### src/rtl/dllseq_pkg.sv
package dllseq_pkg;

  typedef enum logic [2:0] {
    CMD_NOP  = 3'd0,
    CMD_SRE  = 3'd1,
    CMD_SRX  = 3'd2,
    CMD_MRS  = 3'd3,
    CMD_ZQCL = 3'd4
  } cmd_e;

  // Index into the captured timing counts
  typedef enum logic [2:0] {
    T_CKSRE = 3'd0,
    T_CKSRX = 3'd1,
    T_XS    = 3'd2,
    T_MRD   = 3'd3,
    T_MOD   = 3'd4,
    T_ZQOP  = 3'd5,
    T_DLLK  = 3'd6
  } tSel_e;

  localparam int NUM_T = 7;

  // Which mode-register write is being issued
  typedef enum logic [1:0] {
    MR_DLL_ON  = 2'd0,
    MR_DLL_RST = 2'd1,
    MR_CWL     = 2'd2,
    MR_CL      = 2'd3
  } mrSel_e;

  typedef struct packed {
    logic   latch;
    logic   loadWait;
    tSel_e  waitSel;
    logic   startDll;
    cmd_e   cmd;
    mrSel_e mrSel;
    logic   ckeLow;
  } ctrlStrobe_t;

endpackage

### src/rtl/dllseq_ctrl.sv
module dllseq_ctrl
  import dllseq_pkg::*;
(
  input  logic        clk,
  input  logic        rstN,
  input  logic        startReq,
  input  logic        devIdle,
  input  logic        freqAck,
  input  logic        waitDone,
  input  logic        dllPending,
  input  logic        zqLat,
  output ctrlStrobe_t stb,
  output logic        freqReq,
  output logic        ready
);

  typedef enum logic [4:0] {
    S_IDLE, S_SRE, S_WSRE, S_FREQ, S_WCKSRX, S_SRX, S_WXS,
    S_MR1, S_WMR1, S_MR0R, S_WMR0R, S_MR2, S_WMR2, S_MR0L,
    S_WMOD, S_ZQ, S_WZQ
  } state_e;

  state_e state, nextState;

  always_ff @(posedge clk) begin
    if (!rstN) state <= S_IDLE;
    else       state <= nextState;
  end

  always_comb begin
    nextState    = state;
    stb          = '0;
    stb.cmd      = CMD_NOP;
    stb.waitSel  = T_CKSRE;
    stb.mrSel    = MR_DLL_ON;
    freqReq      = 1'b0;
    unique case (state)
      S_IDLE: begin
        if (startReq && devIdle && !dllPending) begin
          stb.latch = 1'b1;
          nextState = S_SRE;
        end
      end
      S_SRE: begin
        stb.cmd      = CMD_SRE;
        stb.ckeLow   = 1'b1;
        stb.loadWait = 1'b1;
        stb.waitSel  = T_CKSRE;
        nextState    = S_WSRE;
      end
      S_WSRE: begin
        stb.ckeLow = 1'b1;
        if (waitDone) nextState = S_FREQ;
      end
      S_FREQ: begin
        stb.ckeLow = 1'b1;
        freqReq    = 1'b1;
        if (freqAck) begin
          stb.loadWait = 1'b1;
          stb.waitSel  = T_CKSRX;
          nextState    = S_WCKSRX;
        end
      end
      S_WCKSRX: begin
        stb.ckeLow = 1'b1;
        if (waitDone) nextState = S_SRX;
      end
      S_SRX: begin
        stb.cmd      = CMD_SRX;
        stb.loadWait = 1'b1;
        stb.waitSel  = T_XS;
        nextState    = S_WXS;
      end
      S_WXS:   if (waitDone) nextState = S_MR1;
      S_MR1: begin
        stb.cmd      = CMD_MRS;
        stb.mrSel    = MR_DLL_ON;
        stb.loadWait = 1'b1;
        stb.waitSel  = T_MRD;
        nextState    = S_WMR1;
      end
      S_WMR1:  if (waitDone) nextState = S_MR0R;
      S_MR0R: begin
        stb.cmd      = CMD_MRS;
        stb.mrSel    = MR_DLL_RST;
        stb.startDll = 1'b1;
        stb.loadWait = 1'b1;
        stb.waitSel  = T_MRD;
        nextState    = S_WMR0R;
      end
      S_WMR0R: if (waitDone) nextState = S_MR2;
      S_MR2: begin
        stb.cmd      = CMD_MRS;
        stb.mrSel    = MR_CWL;
        stb.loadWait = 1'b1;
        stb.waitSel  = T_MRD;
        nextState    = S_WMR2;
      end
      S_WMR2:  if (waitDone) nextState = S_MR0L;
      S_MR0L: begin
        stb.cmd      = CMD_MRS;
        stb.mrSel    = MR_CL;
        stb.loadWait = 1'b1;
        stb.waitSel  = T_MOD;
        nextState    = S_WMOD;
      end
      S_WMOD:  if (waitDone) nextState = zqLat ? S_ZQ : S_IDLE;
      S_ZQ: begin
        stb.cmd      = CMD_ZQCL;
        stb.loadWait = 1'b1;
        stb.waitSel  = T_ZQOP;
        nextState    = S_WZQ;
      end
      S_WZQ:   if (waitDone) nextState = S_IDLE;
      default: nextState = S_IDLE;
    endcase
  end

  assign ready = (state == S_IDLE);

endmodule

### src/rtl/dllseq_datapath.sv
module dllseq_datapath
  import dllseq_pkg::*;
#(
  parameter int CNT_W  = 16,
  parameter int ADDR_W = 14,
  parameter int BANK_W = 3
) (
  input  logic              clk,
  input  logic              rstN,
  input  ctrlStrobe_t       stb,
  input  logic              rttOn,
  input  logic              zqOn,
  input  logic              odtIn,
  input  logic [CNT_W-1:0]  tCksre,
  input  logic [CNT_W-1:0]  tCksrx,
  input  logic [CNT_W-1:0]  tXs,
  input  logic [CNT_W-1:0]  tMrd,
  input  logic [CNT_W-1:0]  tMod,
  input  logic [CNT_W-1:0]  tDllk,
  input  logic [CNT_W-1:0]  tZqoper,
  input  logic [ADDR_W-1:0] mr0Val,
  input  logic [ADDR_W-1:0] mr1Val,
  input  logic [ADDR_W-1:0] mr2Val,
  output logic [2:0]        cmd,
  output logic [BANK_W-1:0] cmdBank,
  output logic [ADDR_W-1:0] cmdAddr,
  output logic              cke,
  output logic              odt,
  output logic              dllLocked,
  output logic              waitDone,
  output logic              dllPending,
  output logic              zqLat
);

  localparam int DLL_EN_BIT  = 0;
  localparam int DLL_RST_BIT = 8;
  localparam int ZQ_LONG_BIT = 10;
  localparam logic [BANK_W-1:0] BANK_MR0 = BANK_W'(0);
  localparam logic [BANK_W-1:0] BANK_MR1 = BANK_W'(1);
  localparam logic [BANK_W-1:0] BANK_MR2 = BANK_W'(2);

  function automatic logic [CNT_W-1:0] lessOne(input logic [CNT_W-1:0] v);
    return (v == '0) ? '0 : v - 1'b1;
  endfunction

  logic [CNT_W-1:0]  tIn  [NUM_T];
  logic [CNT_W-1:0]  tLat [NUM_T];
  logic [ADDR_W-1:0] mr0Lat, mr1Lat, mr2Lat;
  logic [CNT_W-1:0]  waitCnt, dllCnt;
  logic              rttLat, odtHold;

  assign tIn[T_CKSRE] = tCksre;
  assign tIn[T_CKSRX] = tCksrx;
  assign tIn[T_XS]    = tXs;
  assign tIn[T_MRD]   = tMrd;
  assign tIn[T_MOD]   = tMod;
  assign tIn[T_ZQOP]  = tZqoper;
  assign tIn[T_DLLK]  = tDllk;

  // Capture of run parameters at acceptance
  for (genvar g = 0; g < NUM_T; g++) begin : g_tlat
    always_ff @(posedge clk) begin
      if (!rstN)          tLat[g] <= '0;
      else if (stb.latch) tLat[g] <= tIn[g];
    end
  end

  always_ff @(posedge clk) begin
    if (!rstN) begin
      mr0Lat <= '0;
      mr1Lat <= '0;
      mr2Lat <= '0;
      rttLat <= 1'b0;
      zqLat  <= 1'b0;
    end else if (stb.latch) begin
      mr0Lat <= mr0Val;
      mr1Lat <= mr1Val;
      mr2Lat <= mr2Val;
      rttLat <= rttOn;
      zqLat  <= zqOn;
    end
  end

  // Shared wait counter for the command spacing
  always_ff @(posedge clk) begin
    if (!rstN)                waitCnt <= '0;
    else if (stb.loadWait)    waitCnt <= lessOne(tLat[stb.waitSel]);
    else if (waitCnt != '0)   waitCnt <= waitCnt - 1'b1;
  end
  assign waitDone = (waitCnt <= CNT_W'(1));

  // Independent DLL lock timer
  logic dllExpire;
  assign dllExpire = dllPending && (dllCnt <= CNT_W'(1));

  always_ff @(posedge clk) begin
    if (!rstN) begin
      dllCnt     <= '0;
      dllPending <= 1'b0;
      dllLocked  <= 1'b0;
      odtHold    <= 1'b0;
    end else if (stb.latch) begin
      dllPending <= 1'b0;
      dllLocked  <= 1'b0;
      odtHold    <= rttOn;
    end else if (stb.startDll) begin
      dllCnt     <= lessOne(tLat[T_DLLK]);
      dllPending <= 1'b1;
    end else if (dllExpire) begin
      dllPending <= 1'b0;
      dllLocked  <= 1'b1;
      odtHold    <= 1'b0;
    end else if (dllPending) begin
      dllCnt     <= dllCnt - 1'b1;
    end
  end

  // Command bus decode
  always_comb begin
    cmd     = stb.cmd;
    cmdBank = '0;
    cmdAddr = '0;
    unique case (stb.cmd)
      CMD_MRS: begin
        unique case (stb.mrSel)
          MR_DLL_ON: begin
            cmdBank = BANK_MR1;
            cmdAddr = mr1Lat;
            cmdAddr[DLL_EN_BIT] = 1'b0;
          end
          MR_DLL_RST: begin
            cmdBank = BANK_MR0;
            cmdAddr = mr0Lat;
            cmdAddr[DLL_RST_BIT] = 1'b1;
          end
          MR_CWL: begin
            cmdBank = BANK_MR2;
            cmdAddr = mr2Lat;
          end
          default: begin
            cmdBank = BANK_MR0;
            cmdAddr = mr0Lat;
            cmdAddr[DLL_RST_BIT] = 1'b0;
          end
        endcase
      end
      CMD_ZQCL: cmdAddr[ZQ_LONG_BIT] = 1'b1;
      default:  ;
    endcase
  end

  assign cke = ~stb.ckeLow;
  assign odt = odtIn & ~(odtHold & rttLat);

endmodule

### src/rtl/dll_reenable_seq.sv
module dll_reenable_seq
  import dllseq_pkg::*;
#(
  parameter int CNT_W  = 16,
  parameter int ADDR_W = 14,
  parameter int BANK_W = 3
) (
  input  logic              clk,
  input  logic              rstN,
  input  logic              startReq,
  input  logic              devIdle,
  input  logic              rttOn,
  input  logic              zqOn,
  input  logic              odtIn,
  input  logic              freqAck,
  input  logic [CNT_W-1:0]  tCksre,
  input  logic [CNT_W-1:0]  tCksrx,
  input  logic [CNT_W-1:0]  tXs,
  input  logic [CNT_W-1:0]  tMrd,
  input  logic [CNT_W-1:0]  tMod,
  input  logic [CNT_W-1:0]  tDllk,
  input  logic [CNT_W-1:0]  tZqoper,
  input  logic [ADDR_W-1:0] mr0Val,
  input  logic [ADDR_W-1:0] mr1Val,
  input  logic [ADDR_W-1:0] mr2Val,
  output logic [2:0]        cmd,
  output logic [BANK_W-1:0] cmdBank,
  output logic [ADDR_W-1:0] cmdAddr,
  output logic              cke,
  output logic              odt,
  output logic              freqReq,
  output logic              ready,
  output logic              dllLocked
);

  ctrlStrobe_t stb;
  logic waitDone, dllPending, zqLat;

  dllseq_ctrl u_ctrl (
    .clk        (clk),
    .rstN       (rstN),
    .startReq   (startReq),
    .devIdle    (devIdle),
    .freqAck    (freqAck),
    .waitDone   (waitDone),
    .dllPending (dllPending),
    .zqLat      (zqLat),
    .stb        (stb),
    .freqReq    (freqReq),
    .ready      (ready)
  );

  dllseq_datapath #(
    .CNT_W  (CNT_W),
    .ADDR_W (ADDR_W),
    .BANK_W (BANK_W)
  ) u_dp (
    .clk        (clk),
    .rstN       (rstN),
    .stb        (stb),
    .rttOn      (rttOn),
    .zqOn       (zqOn),
    .odtIn      (odtIn),
    .tCksre     (tCksre),
    .tCksrx     (tCksrx),
    .tXs        (tXs),
    .tMrd       (tMrd),
    .tMod       (tMod),
    .tDllk      (tDllk),
    .tZqoper    (tZqoper),
    .mr0Val     (mr0Val),
    .mr1Val     (mr1Val),
    .mr2Val     (mr2Val),
    .cmd        (cmd),
    .cmdBank    (cmdBank),
    .cmdAddr    (cmdAddr),
    .cke        (cke),
    .odt        (odt),
    .dllLocked  (dllLocked),
    .waitDone   (waitDone),
    .dllPending (dllPending),
    .zqLat      (zqLat)
  );

endmodule

### config.mk
export PLATFORM = sky130hd
export DESIGN_NAME = dll_reenable_seq
export DESIGN_NICKNAME = d
export VERILOG_FILES = /design/src/rtl/dllseq_pkg.sv /design/src/rtl/dllseq_ctrl.sv /design/src/rtl/dllseq_datapath.sv /design/src/rtl/dll_reenable_seq.sv
export SDC_FILE = /design/constraint.sdc
export NUM_CORES = 1
export LEC_CHECK = 0
export ABC_AREA = 1
export BUFFER_PORTS_ARGS = -buffer_cell sky130_fd_sc_hd__buf_2
export CORE_MARGIN = 2
export CORE_UTILIZATION = 58
export CTS_BUF_LIST = sky130_fd_sc_hd__clkbuf_4
export DETAILED_ROUTE_END_ITERATION = 10
export PLACE_DENSITY = 0.91
export REMOVE_ABC_BUFFERS = 1
export SETUP_SLACK_MARGIN = 0.4
export SYNTH_ARGS = -nofsm -noshare
export SYNTH_HDL_FRONTEND = slang
export SYNTH_SLANG_ARGS = --single-unit
### constraint.sdc
create_clock -name clk -period 5.4 [get_ports clk]
set_input_delay 0.54 -clock clk [delete_from_list [all_inputs] [get_ports clk]]
set_output_delay 0.54 -clock clk [all_outputs]
set_load 0.02 [all_outputs]
==> run summary, run 1 <==
The flow ran to the end, and the final reports show no timing, DRC or antenna violations. Number of antenna violations at the first check in global routing: 1. For this run, the number of Yosys warnings is 0. The kind of critical path was reg2reg. The detail-routed net length per standard cell is 14.2 um, and the relative slew slack is 23.3%. The logs give 0 for the DRC violation count after routing and 48.6% for the fraction of the yosys area taken by sequential cells.

Endpoint kind of the worst setup timing path: a flop. On the critical path, the stage with the largest delay is an instance of sky130_fd_sc_hd__nand2_2. Setup violations remaining at the end of the flow were counted as 0. Power spread over the standard cell area amounts to 396 nW/um2.

The signal on the critical path passes through nand2_2 -> inv_2 -> nand4_4 -> buf_4 -> nand2_2 -> inv_2 -> o211ai_1 -> and2_2 -> ha_1 -> inv_1 -> nor2_1 -> nand2_2 -> nor2_4 -> nand3b_4 -> nand2_2 -> inv_2 -> nand2_1 -> a21oi_1. For the weighted congestion at the end of routability-driven global placement, the log shows 0.927. The worst supply voltage drop on vdd was 0.198 mV. The synthesis-to-layout area growth came out at 12.4%. Data on the critical path arrives at its endpoint at 4.28 ns. The overall die height is 137 um, and the count of pins over their slew limit is 0. Dividing the final minimum period by the clock period gives 70.5%.

The total detailed-routing wirelength came out at 24700 um. Across all hold checks on the routed design, the worst slack comes to 0.145 ns. On the worst path, the slowest cell contributes a delay of 0.60 ns. Cell with the most instances on the worst path: sky130_fd_sc_hd__nand2_2.

Placeable core region: 17300 um2. Clock tree synthesis found a total of 194 sinks. The proportion of register bits with asynchronous set or reset after synthesis was 0%. The number of placed instances with taps included was 1707; the number of buffer cells added on primary ports was 183. Setup repair after global routing left no endpoint under its margin. The first global-routing pass estimated 39100 um of wire. At the placement stage, the worst setup path has a slack of 1.61 ns. Counting the fill cells in the layout gives 1417. In the global route stage, overall resource usage came out at 26.4%. After synthesis the netlist holds a flip-flop and latch count of 194. The pre-antenna-repair detailed-routing pass consisted of 6 iterations. After the last flow step, the layout net total stands at 1669. For this block, the via count after detailed routing is 9295. The number of violations of the max-capacitance limit is 0. In this run, the number of DRC markers left after iteration 0 of detailed routing was 805.

Clock skew on the completed layout was measured at 0.0243 ns. After clock tree synthesis, the clock-pin slew on the worst setup and hold paths is 0.17 ns. The critical path startpoint category was a flop.

The number of cells in the finished layout apart from fillers was 1741. For this run, the top clock speed supported by timing is 0.263 GHz. Top-level port count: 187.

The clock passes through at most 2 buffers. The tools report the maximum number of pins on one net before global-route repair as 115. Buffers inserted during clock tree synthesis total 17.

Dividing the synthesized area by the synthesized cell count gives 7.62 um2. The number of different library cells used by synthesis comes to 51. After clock tree synthesis, the repair step resized 0 gates.

The initial utilization of the core area, before any placement, comes to 59.5%. Number of global-route vias before repair: 8662. Grouping stages by cell kind, the critical path spends the most delay in simple AND/OR/NAND/NOR gates. In this run, post-CTS hold repair placed 0 buffers. The synthesized design contains 112 enable-type register cells. The logs give 1.60 ns for the setup slack of the critical path after layout and 18800 um2 for the full die area. At the pin with the least slew margin, the transition time is 1.15 ns.

The multi-input combinational cells in the finished layout cover a total of 4070 um2. The detail route stage leaves a number of antenna-violating nets equal to 0. The tools report the data required time at the worst endpoint as 5.88 ns.

The mean number of vias per cell works out to 5.34. The worst hold path class is in2reg. The final hold violation count was 0. Summed over all cells, the static leakage comes to 5.64 nW.

The root buffer cell chosen for the clock tree is sky130_fd_sc_hd__clkbuf_4. The clock reaches the later pin of the worst-skew pair after 0.60 ns. For the sequential cell area in the final layout, the log shows 5000 um2. The maximum fanout count along the critical path works out to 43. The run gives 4 as the CTS H-tree depth. The critical path contains buffers and inverters numbering 5 combined. The width of the die is 137 um.

TritonCTS built the clock tree. Detailed placement finished with a half-perimeter wire length of 17200 um. After global routing the overflow that remains totals 0. For the summed instance area of the synthesized netlist, the log shows 10300 um2.

The tools report the number of buffers inserted by post-CTS setup repair as 0. The tools report the aggregate negative setup slack as 0 ns. The final critical delay including setup and external delays is 3.80 ns, and the synthesized instance count is 1350.

The total power draw was 0.00458 W. In this run the core area contains 48 standard-cell rows. The fraction of layout cells with a size suffix above 1 came out at 17.4%.

The most used flip-flop cell after synthesis was sky130_fd_sc_hd__edfxtp_1.
==> cell usage in the layout (no fill, tap or decap), types with 17 or more instances in the layout <==
cell type | synthesis | layout
sky130_fd_sc_hd__o21ai_0 | 73 | 73
sky130_fd_sc_hd__a21oi_1 | 54 | 54
sky130_fd_sc_hd__clkbuf_4 | 0 | 17
sky130_fd_sc_hd__nor2_1 | 204 | 204
sky130_fd_sc_hd__nand3_1 | 159 | 159
sky130_fd_sc_hd__edfxtp_1 | 112 | 112
sky130_fd_sc_hd__nand2_1 | 228 | 227
sky130_fd_sc_hd__dfxtp_1 | 82 | 82
sky130_fd_sc_hd__buf_2 | 7 | 183
sky130_fd_sc_hd__inv_1 | 232 | 231
==> where the power goes <==
group / switching, W / internal, W / total, W
Clock: 0.000537 / 0.000244 / 0.000781
Sequential: 0.000127 / 0.00182 / 0.00194
Combinational: 0.00123 / 0.000622 / 0.00185
Total: 0.00189 / 0.00268 / 0.00458
==> cells by family (layout without fill, tap and decap cells) <==
logic type	after synthesis	in the layout	synth area share (%)
AO/OA/AOI/OAI	168	168	9.27
XOR/XNOR	21	21	1.79
adder cells (fa/ha/maj)	6	6	0.730
buffers and inverters	310	474	11.9
flip-flops	194	194	48.6
other	1	3	0.0365
AND/OR/NAND/NOR	650	650	27.6
==> final cells by class <==
type / count / area share (%)
Multi-Input combinational cell: 846 / 35.2
Sequential cell: 194 / 43.3
Clock buffer: 17 / 1.10
Antenna cell: 2 / 0.0433
Clock inverter: 15 / 1.28
Timing Repair Buffer: 193 / 8.57
Tap cell: 225 / 2.44
Inverter: 249 / 8.11
==> path summary, 6_finish.rpt <==
check | startpoint | cells after the start | endpoint | slack (ns)
setup / recovery | u_ctrl.state[0]$_SDFFE_PN0P_ | 18 | u_dp.waitCnt[7]$_SDFFE_PN0P_ | 1.60
setup reg to reg | u_ctrl.state[0]$_SDFFE_PN0P_ | 18 | u_dp.waitCnt[7]$_SDFFE_PN0P_ | 1.60
hold reg to reg | u_dp.mr1Lat[11]$_SDFFE_PN0P_ | 2 | u_dp.mr1Lat[11]$_SDFFE_PN0P_ | 0.46
hold / removal | mr1Val[11] | 3 | u_dp.mr1Lat[11]$_SDFFE_PN0P_ | 0.14
==> synthesized netlist by cell type (2+ instances only) <==
cell type                   count  area share [%]
sky130_fd_sc_hd__nand3_1      159             7.7
sky130_fd_sc_hd__a211oi_1       2            0.15
sky130_fd_sc_hd__xor2_1        15             1.3
sky130_fd_sc_hd__o2111ai_1      2            0.17
sky130_fd_sc_hd__buf_4          8            0.58
sky130_fd_sc_hd__a311oi_1       2            0.17
sky130_fd_sc_hd__dfxtp_1       82              16
sky130_fd_sc_hd__nand3_2        2            0.19
sky130_fd_sc_hd__nor3_1        13            0.63
sky130_fd_sc_hd__clkinv_1       3            0.11
sky130_fd_sc_hd__buf_1          2           0.073
sky130_fd_sc_hd__o211ai_1       2            0.15
sky130_fd_sc_hd__a221oi_1       2            0.17
sky130_fd_sc_hd__buf_6          3            0.33
sky130_fd_sc_hd__nor2_2         4            0.24
sky130_fd_sc_hd__o21ai_0       73             3.6
sky130_fd_sc_hd__buf_2          7            0.34
sky130_fd_sc_hd__clkbuf_1      41             1.5
sky130_fd_sc_hd__o22ai_1        5            0.30
sky130_fd_sc_hd__nand2_1      228             8.3
sky130_fd_sc_hd__o221ai_1       7            0.60
sky130_fd_sc_hd__or2_2          2            0.12
sky130_fd_sc_hd__nand4_1        7            0.43
sky130_fd_sc_hd__edfxtp_1     112              33
sky130_fd_sc_hd__a21oi_1       54             2.6
sky130_fd_sc_hd__nand3b_1      11            0.80
sky130_fd_sc_hd__xnor2_1        6            0.51
sky130_fd_sc_hd__nor2_4         4            0.44
sky130_fd_sc_hd__a21boi_0       2            0.15
sky130_fd_sc_hd__inv_2         14            0.51
sky130_fd_sc_hd__a31oi_1        9            0.55
sky130_fd_sc_hd__or2_0          2            0.12
sky130_fd_sc_hd__ha_1           6            0.73
sky130_fd_sc_hd__nor2_1       204             7.4
sky130_fd_sc_hd__nand2_2        7            0.43
sky130_fd_sc_hd__inv_1        232             8.5
sky130_fd_sc_hd__a22oi_1        2            0.15
==> sequential cells by signal (all words and copies together) (netlist names), 5 cells and up <==
name / flops
u_dp.tLat: 112
u_dp.waitCnt: 16
u_dp.dllCnt: 16
u_dp.mr1Lat: 13
u_ctrl.state: 5
u_dp.mr0Lat: 13
u_dp.mr2Lat: 14
==> metrics by stage <==
| step | util (%) | cell area, um2 |
|---|---|---|
| 2_1_floorplan | - | 10000 |
| 3_3_place_gp | 65.2 | 11300 |
| 3_5_place_dp | 65.2 | 11300 |
| 4_1_cts | 66.8 | 11600 |
| 5_1_grt | 66.8 | 11600 |
| 6_report | 66.8 | 11600 |
==> worst min-delay path: cells and delay by family <==
kind	cells	cell delay, ns
simple gates	2	0.12
buf+inv	1	0.07
==> routing by layer <==
layer	track usage (%)	routed length, um	share of wire [%]
met4	11.1	667	2.7
met5	0	0	0
met2	44.6	12100	49
met1	33.2	10200	41
met3	5.33	1800	7.3
(Power assumes the default switching activity.)
==> run 2: changes to the inputs <==
--- a/config.mk
+++ b/config.mk
@@ -5,7 +5,7 @@
 export SDC_FILE = /design/constraint.sdc
 export NUM_CORES = 1
 export LEC_CHECK = 0
-export ABC_AREA = 1
+export ABC_AREA = 0
 export BUFFER_PORTS_ARGS = -buffer_cell sky130_fd_sc_hd__buf_2
 export CORE_MARGIN = 2
 export CORE_UTILIZATION = 58
==> constraint.sdc (replaced) <==
create_clock -name clk -period 3.55 [get_ports clk]
set_input_delay 0.355 -clock clk [delete_from_list [all_inputs] [get_ports clk]]
set_output_delay 0.355 -clock clk [all_outputs]
set_load 0.02 [all_outputs]
==> run 2 against run 1 <==
Effect of this change:
- worst setup slack lost 1.1 ns
- largest cell class unchanged
- maximum frequency grew 24%
- critical endpoint is now u_dp.waitCnt[10]$_SDFFE_PN0P_
- die area shrank 2.5%
==> run summary, run 2 <==
The tools report the relative slew slack as 41.7% (was 23.3%). The fill cell total of the finished layout was 1216 (was 1417). The most common library cell in the layout ignoring fill and taps was sky130_fd_sc_hd__buf_2 (was sky130_fd_sc_hd__inv_1).

The leakage power figure was 5.00 nW (was 5.64 nW); the proportion of register bits with asynchronous set or reset after synthesis was 0% (unchanged). The wire length of the first global-routing pass is 41600 um (was 39100 um), and the detailed router's first-iteration violation count is 1051 (was 805). The fraction of the yosys area taken by sequential cells was 49.9% (was 48.6%); the met1 track utilization from global routing was 38.7% (was 33.2%).

The tools report the weighted congestion at the end of routability-driven global placement as 0.911 (was 0.927). The number of flip-flops and latches in the synthesized netlist came out at 194 (unchanged). The worst hold path class is in2reg (unchanged). The number of buffer cells added on primary ports was 183 (unchanged); the effective utilization at floorplan was 58.6% (was 59.5%). The summed instance area of the synthesized netlist is 10000 um2 (was 10300 um2). The tools report the top-level port count as 187 (unchanged). The tools report the overall fraction of global-route tracks in use as 28.9% (was 26.4%). The run gives 0 (unchanged) as the final hold violation count.

The run gives 73 (was 51) as the number of distinct standard cells referenced by the synthesized netlist. The total detailed-routing wirelength was 26800 um (was 24700 um); the fraction of layout cells with a size suffix above 1 was 24.1% (was 17.4%). The net switching fraction of the power came out at 37.6% (was 41.4%). The detail-routed net length per standard cell is 18.0 um (was 14.2 um). TritonCTS built the clock tree. Total non-filler cell area in the finished layout: 11900 um2 (was 11600 um2). Overall die height: 135 um (was 137 um). The share of the cycle needed by the critical path after routing was 86.3% (was 70.5%). The master of the slowest instance on the critical path was sky130_fd_sc_hd__o31ai_4 (was sky130_fd_sc_hd__nand2_2).

The fraction of synthesized cell area taken by the top area cell type came out at 33.5% (was 32.7%). The critical path's largest stage delay was 0.44 ns (was 0.60 ns); the setup slack of the critical path after layout was 0.486 ns (was 1.60 ns). The sum of buffers and inverters on the critical path is 2 (was 5).

The number of global-route vias before repair is 8318 (was 8662), and the clock group share of total power is 17.0% (was 17.1%). The tools report the CTS H-tree depth as 4 (unchanged). Top cells by area, synth: sky130_fd_sc_hd__edfxtp_1, sky130_fd_sc_hd__dfxtp_1, sky130_fd_sc_hd__and3_1 (was sky130_fd_sc_hd__edfxtp_1, sky130_fd_sc_hd__dfxtp_1, sky130_fd_sc_hd__inv_1). The number of detailed-route iterations in the first pass is 6 (unchanged), and the met3 usage is 5.46% (was 5.33%). The placeable core region was 17100 um2 (was 17300 um2); the number of buffers added by the clock tree synthesis step was 17 (unchanged).

The critical path startpoint category is a flop (unchanged). The clock latency on the worst-skew pair was 0.61 ns (was 0.60 ns). The cell at the root of the clock tree was sky130_fd_sc_hd__clkbuf_4 (unchanged). Register with the most flip-flops: u_dp.tLat (unchanged). The average size of a mapped cell was 9.59 um2 (was 7.62 um2). The worst slack at placement is 0.293 ns (was 1.61 ns). The most common cell in the synthesized netlist was sky130_fd_sc_hd__nand2_1 (was sky130_fd_sc_hd__inv_1). The net switching power figure is 0.00243 W (was 0.00189 W), and the met2 global-route usage is 45.9% (was 44.6%). The endpoint kind of the worst setup timing path is a flop (unchanged). For the placed cell area, the log shows 11100 um2 (was 11300 um2). The final-report setup violation count is 0 (unchanged).

The areal power density over the cells was 541 nW/um2 (was 396 nW/um2); the full die area was 18400 um2 (was 18800 um2). The total grt overflow was 0 (unchanged); the number of synthesized flops with an enable pin was 112 (unchanged). Worst hold-check slack: 0.0361 ns (was 0.145 ns). For the DRC violation count after routing, the log shows 0 (unchanged). The number of buffers between clock root and the deepest sink is 2 (unchanged).

The number of cell rows is 48 (unchanged), and the setup skew after layout is 0.0231 ns (was 0.0243 ns). For the part of the total power dissipated in sequential elements, the log shows 45.7% (was 42.5%). The run gives 111 (was 115) as the maximum number of pins on one net before global-route repair. Width of the die: 135 um (was 137 um). The actual transition at the worst max-transition pin came out at 0.874 ns (was 1.15 ns). The worst endpoint data arrival time was 3.53 ns (was 4.28 ns); the count of pins over their slew limit was 0 (unchanged). The number of violations of the max-capacitance limit came out at 0 (unchanged). Most frequent cells after synthesis: sky130_fd_sc_hd__nand2_1, sky130_fd_sc_hd__and3_1, sky130_fd_sc_hd__edfxtp_1, sky130_fd_sc_hd__a21oi_1, sky130_fd_sc_hd__dfxtp_1 (was sky130_fd_sc_hd__inv_1, sky130_fd_sc_hd__nand2_1, sky130_fd_sc_hd__nor2_1, sky130_fd_sc_hd__nand3_1, sky130_fd_sc_hd__edfxtp_1).

The total vias in the final route was 8934 (was 9295). Highest-count cells in the layout ignoring fill and taps: sky130_fd_sc_hd__buf_2, sky130_fd_sc_hd__nand2_1, sky130_fd_sc_hd__and3_1, sky130_fd_sc_hd__edfxtp_1, sky130_fd_sc_hd__a21oi_1 (was sky130_fd_sc_hd__inv_1, sky130_fd_sc_hd__nand2_1, sky130_fd_sc_hd__nor2_1, sky130_fd_sc_hd__buf_2, sky130_fd_sc_hd__nand3_1). The synthesis-to-layout area growth is 19.0% (was 12.4%). Synthesized instance count: 1045 (was 1350).

The flow ran to the end, and the final reports show no timing, DRC or antenna violations. Setup repair after global routing could not meet its margin everywhere. Crit path cell chain: buf_4 -> and4bb_2 -> nand2_1 -> o221a_2 -> and2_1 -> inv_1 -> ha_1 -> nand4b_1 -> o31ai_4 -> or2_2 -> o22ai_2 (was nand2_2 -> inv_2 -> nand4_4 -> buf_4 -> nand2_2 -> inv_2 -> o211ai_1 -> and2_2 -> ha_1 -> inv_1 -> nor2_1 -> nand2_2 -> nor2_4 -> nand3b_4 -> nand2_2 -> inv_2 -> nand2_1 -> a21oi_1).

For the number of antenna violations at the first check in global routing, the log shows 1 (unchanged). The cell taking the most area after synthesis is sky130_fd_sc_hd__edfxtp_1 (unchanged). For the final net count, the log shows 1419 (was 1669). The worst supply voltage drop on vdd came out at 0.330 mV (was 0.198 mV). Peak-usage layer in the global routing report: met2 (unchanged). The aggregate negative setup slack was 0 ns (unchanged); the final critical delay including setup and external delays was 3.06 ns (was 3.80 ns). The mean number of vias per cell is 6.00 (was 5.34). Clock sink count: 194 (unchanged). The Yosys warning count is 0 (unchanged), and the combinational fraction of design power is 37.3% (was 40.5%). The family with the most delay on the worst path is simple AND/OR/NAND/NOR gates (unchanged). Most used flip-flop cell after synthesis: sky130_fd_sc_hd__edfxtp_1 (unchanged). The remaining antenna violation count after routing is 0 (unchanged), and the number of flip-flops in the largest register is 112 (unchanged).

The maximum fanout count along the critical path is 12 (was 43). The kind of critical path is reg2reg (unchanged). The run gives 0.326 GHz (was 0.263 GHz) as the maximum achievable frequency.

The tools report the data required time at the worst endpoint as 4.02 ns (was 5.88 ns). The internal power contribution was 0.00403 W (was 0.00268 W). Largest regs: u_dp.tLat (112), u_dp.dllCnt (16), u_dp.waitCnt (16) (unchanged). The clock slew at the register clock pins of the worst setup and hold paths works out to 0.17 ns (about the same). The detailed placer's ending HPWL is 17700 um (was 17200 um).
## run 2: cell count changes in the layout (fill, tap and decap cells not counted), sizes merged, moves of 18 or more
cell / delta
and3: +118
o21ai: -45
nand2: -87
nor2: -139
nand3: -137
inv: -230
dlygate4sd3: +43
a21oi: +30
buf: +27
xnor2: +18
## run 2: worst paths after layout
path / from / to / slack (ns) / cells past startpoint
max: u_ctrl.state[2]$_SDFFE_PN0P_ / u_dp.waitCnt[10]$_SDFFE_PN0P_ / 0.49 / 11
min: tZqoper[1] / u_dp.tLat[5][1]$_SDFFCE_PN0P_ / 0.04 / 2
max reg2reg: u_ctrl.state[2]$_SDFFE_PN0P_ / u_dp.waitCnt[10]$_SDFFE_PN0P_ / 0.49 / 11
min reg2reg: u_dp.mr2Lat[12]$_SDFFE_PN0P_ / u_dp.mr2Lat[12]$_SDFFE_PN0P_ / 0.47 / 2
## run 2: power groups by stage
stage	Clock (W)	Combinational (W)	Sequential, W
after floorplan	0	0.00152	0.00299
after global placement	0	0.00215	0.00297
after detailed placement	0	0.00223	0.00299
after CTS	0.00111	0.00227	0.00294
after global routing	0.00120	0.00260	0.00299
final	0.00110	0.00241	0.00295
## run 2: worst register-to-register path, delay by kind of cell, from the launching register on
kind / cells / cell delay [ns]
adder cells (fa/ha/maj): 1 / 0.18
AND/OR/NAND/NOR: 5 / 1.25
AO/OA/AOI/OAI: 3 / 0.83
flip-flops: 1 / 0.43
buffers and inverters: 2 / 0.25
## run 2: cells by family (layout without fill, tap and decap cells)
| family | Yosys count | after routing | synth area share (%) |
|---|---|---|---|
| buf+inv | 98 | 315 | 4.36 |
| fa+ha+maj | 6 | 6 | 0.749 |
| simple gates | 457 | 458 | 23.4 |
| flops | 194 | 194 | 49.9 |
| xor+xnor | 42 | 42 | 3.67 |
| compound gates | 222 | 223 | 15.3 |
| other cells | 1 | 2 | 0.0374 |
| mux | 25 | 25 | 2.62 |
## run 2: metrics by stage
stage | total power, W | util (%) | cells
2_1_floorplan | 0.00451 | - | 966
3_3_place_gp | 0.00512 | 64.9 | 1404
3_5_place_dp | 0.00521 | 64.9 | 1404
4_1_cts | 0.00632 | 68.9 | 1478
5_1_grt | 0.00679 | 69.7 | 1490
6_report | 0.00646 | 69.7 | 1490
## run 2: timing repair
action                     in CTS  in global routing
setup buffers                   0                  7
resized for setup               4                 21
cloned                          0                  3
pin swaps                       0                  5
hold endpoints to repair       43                  1
hold buffers                   42                  1
setup endpoints to repair      23                 26
## run 2: layout make-up
cell class	instances	area [um2]	share of cell area (%)
Timing Repair Buffer	264	1660	13.9
Antenna cell	1	2.50	0.0210
Clock buffer	19	143	1.20
Sequential cell	194	5020	42.1
Multi-Input combinational cell	755	4650	39.0
Inverter	19	71.3	0.598
Clock inverter	13	103	0.860
Tap cell	225	282	2.36
## run 2: per-layer routing
layer | wire (um) | vias up | share of wire (%)
met3 | 2050 | 86 | 7.7
met5 | 0 | - | 0
met1 | 11200 | 4152 | 42
li1 | - | 4220 | -
met4 | 969 | 0 | 3.6
met2 | 12500 | 476 | 47
==> run 3: changes to the inputs <==
--- a/config.mk
+++ b/config.mk
@@ -11,7 +11,8 @@
 export CORE_UTILIZATION = 58
 export CTS_BUF_LIST = sky130_fd_sc_hd__clkbuf_4
 export DETAILED_ROUTE_END_ITERATION = 10
-export PLACE_DENSITY = 0.91
+export MAX_ROUTING_LAYER = met4
+export PLACE_DENSITY = 0.94
 export REMOVE_ABC_BUFFERS = 1
 export SETUP_SLACK_MARGIN = 0.4
 export SYNTH_ARGS = -nofsm -noshare
==> run 3 against run 2 <==
Effect of this change:
- maximum frequency increased by 2.6%
- critical path type unchanged
- worst setup slack improved by 0.077 ns
- core utilization decreased by 1.2 points
- hold slack got worse by 0.017 ns
- first-iteration DRC count decreased by 2.4%
- combinational power about the same
- sequential power about the same
- sequential share of layout area increased by 0.72 points
- sequential cell count unchanged
- non-clock buffer count decreased by 26
- register-to-register slack improved by 0.08 ns
==> run summary, run 3 (synthesized netlist as in run 2, its figures left out) <==
The tools report the critical path startpoint category as a flop (unchanged). The run gives 26500 um (was 26800 um) as the total detailed-routing wirelength. For the full die area, the log shows 18400 um2 (unchanged). The worst slack at placement came out at 0.358 ns (was 0.293 ns). The run gives 18.1% (was 17.0%) as the clock group share of total power.

The number of cell rows was 48 (unchanged). Net switching power figure: 0.00241 W (was 0.00243 W). The tools report the CTS H-tree depth as 4 (unchanged). The final critical delay including setup and external delays was 2.99 ns (was 3.06 ns); the clock slew at the register clock pins of the worst setup and hold paths was 0.16 ns (was 0.17 ns).

The run gives 187 (unchanged) as the top-level port count. The tools report the final cell utilization of the core as 68.5% (was 69.7%). The mean number of vias per cell was 6.09 (was 6.00). Highest-count cells in the layout ignoring fill and taps: sky130_fd_sc_hd__buf_2, sky130_fd_sc_hd__nand2_1, sky130_fd_sc_hd__and3_1, sky130_fd_sc_hd__edfxtp_1, sky130_fd_sc_hd__a21oi_1 (unchanged). The kind of critical path is reg2reg (unchanged). The combinational fraction of design power was 36.8% (was 37.3%); the count of pins over their slew limit was 0 (unchanged). The tools report the endpoint kind of the worst setup timing path as a flop (unchanged). The width of the die is 135 um (unchanged), and the number of placed instances with taps included is 1405 (was 1404). The worst endpoint data arrival time came out at 3.44 ns (was 3.53 ns). The relative slew slack was 47.1% (was 41.7%); the number of violations of the max-capacitance limit was 0 (unchanged).

The tools report the number of cells in the finished layout apart from fillers as 1463 (was 1490). The tools report the data required time at the worst endpoint as 4.00 ns (was 4.02 ns). Synthesis-to-layout area growth: 16.9% (was 19.0%).

Largest regs: u_dp.tLat (112), u_dp.dllCnt (16), u_dp.waitCnt (16) (unchanged). For the number of global-route vias before repair, the log shows 8197 (was 8318). Most common library cell in the layout ignoring fill and taps: sky130_fd_sc_hd__buf_2 (unchanged). The wire length of the first global-routing pass was 40200 um (was 41600 um).

The tools report the maximum achievable frequency as 0.335 GHz (was 0.326 GHz). The number of buffers added by the clock tree synthesis step is 17 (unchanged), and the clock latency on the worst-skew pair is 0.57 ns (was 0.61 ns). The actual transition at the worst max-transition pin was 0.786 ns (was 0.874 ns); the fraction of layout cells with a size suffix above 1 was 24.3% (was 24.1%).

The run gives 1393 (was 1419) as the final net count. Setup repair after global routing left no endpoint under its margin. The final-report setup violation count was 0 (unchanged); the number of buffers between clock root and the deepest sink was 2 (unchanged).

The setup skew after layout came out at 0.0237 ns (was 0.0231 ns). The run gives 0 (unchanged) as the remaining antenna violation count after routing. The detailed placer's ending HPWL was 17700 um (about the same). The logs give 1 (unchanged) for the number of antenna violations at the first check in global routing and 0.564 ns (was 0.486 ns) for the setup slack of the critical path after layout. The detailed router's first-iteration violation count is 1026 (was 1051), and the final hold violation count is 0 (unchanged).

TritonCTS built the clock tree. The logs give 17100 um2 (unchanged) for the placeable core region and 0 (unchanged) for the total grt overflow. The share of the cycle needed by the critical path after routing was 84.1% (was 86.3%). Areal power density over the cells: 559 nW/um2 (was 541 nW/um2). The run gives 4.90 nW (was 5.00 nW) as the leakage power figure. The aggregate negative setup slack was 0 ns (unchanged); the overall die height was 135 um (unchanged). The maximum fanout count along the critical path works out to 20 (was 12).

The total vias in the final route is 8913 (was 8934). The run finished with clean final reports. For the DRC violation count after routing, the log shows 0 (unchanged). The number of flip-flops in the largest register is 112 (unchanged), and the weighted congestion at the end of routability-driven global placement is 0.968 (was 0.911).

The worst hold path class is in2reg (unchanged). The clock sink count was 194 (unchanged); the part of the total power dissipated in sequential elements was 45.1% (was 45.7%). The tools report the total non-filler cell area in the finished layout as 11700 um2 (was 11900 um2).

Number of buffer cells added on primary ports: 183 (unchanged). The detail-routed net length per standard cell is 18.1 um (was 18.0 um), and the effective utilization at floorplan is 58.6% (unchanged). For the overall fraction of global-route tracks in use, the log shows 28.5% (was 28.9%). The net switching fraction of the power works out to 36.8% (was 37.6%).

The cell at the root of the clock tree is sky130_fd_sc_hd__clkbuf_4 (unchanged). The worst supply voltage drop on vdd was 0.300 mV (was 0.330 mV); the placed cell area was 11200 um2 (was 11100 um2). The maximum number of pins on one net before global-route repair came out at 128 (was 111). The register with the most flip-flops was u_dp.tLat (unchanged). The number of detailed-route iterations in the first pass is 7 (was 6). The internal power contribution is 0.00414 W (was 0.00403 W).
[run 3: cell type report]
class,count,area [um2]
Antenna cell,1,2.50
Clock buffer,19,143
Clock inverter,12,134
Fill cell,1266,5400
Inverter,19,75.1
Multi-Input combinational cell,755,4640
Sequential cell,194,5010
Tap cell,225,282
Timing Repair Buffer,238,1430
[run 3: worst paths after layout]
path	start	endpoint	slack, ns	depth (start not counted)
worst min-delay path	mr2Val[12]	u_dp.mr2Lat[12]$_SDFFE_PN0P_	0.02	3
worst min register to register	u_dp.mr2Lat[3]$_SDFFE_PN0P_	u_dp.mr2Lat[3]$_SDFFE_PN0P_	0.46	2
worst max register to register	u_ctrl.state[2]$_SDFFE_PN0P_	u_dp.waitCnt[0]$_SDFFE_PN0P_	0.56	10
worst max-delay path	u_ctrl.state[2]$_SDFFE_PN0P_	u_dp.waitCnt[0]$_SDFFE_PN0P_	0.56	10
[run 3: power by group through the flow]
stage	sequential [W]	combinational (W)	clock, W
floorplan	0.00299	0.00152	0
finish	0.00296	0.00241	0.00118
CTS	0.00294	0.00230	0.00118
global route	0.00299	0.00259	0.00128
global placement	0.00297	0.00217	0
detailed placement	0.00299	0.00225	0
[run 3: timing repair]
action	4_1_cts	5_1_grt
pin swaps	0	2
hold buffers	8	12
setup endpoints to repair	23	26
endpoints found under the hold margin	8	12
cloned	0	2
gates resized for setup	6	10
setup buffers	1	3
[run 3: routing by layer]
metal / GRT usage [%] / part of all wire [%]
met1: 36.8 / 39
met2: 45.6 / 48
met3: 4.68 / 9.4
met4: 10.2 / 3.7
met5: - / 0
[run 3: critical path: stages, from the launching register on]
cell                        delay [ns]
sky130_fd_sc_hd__dfxtp_2          0.55
sky130_fd_sc_hd__buf_12           0.21
sky130_fd_sc_hd__nor2b_2          0.08
sky130_fd_sc_hd__a22oi_1          0.32
sky130_fd_sc_hd__nor2_1           0.12
sky130_fd_sc_hd__a2111oi_4        0.51
sky130_fd_sc_hd__nand4b_1         0.34
sky130_fd_sc_hd__o31ai_4          0.35
sky130_fd_sc_hd__buf_4            0.17
sky130_fd_sc_hd__a2bb2oi_1        0.15
sky130_fd_sc_hd__a21oi_1          0.08
[run 3: stage by stage]
| stage | power (W) | hold WS, ns |
|---|---|---|
| 6_report | 0.00655 | 0.0187 |
| 5_1_grt | 0.00686 | -0.00382 |
| 4_1_cts | 0.00643 | 0.00146 |
| 3_5_place_dp | 0.00525 | 0.446 |
| 3_3_place_gp | 0.00513 | 0.442 |
| 2_1_floorplan | 0.00451 | 0.433 |
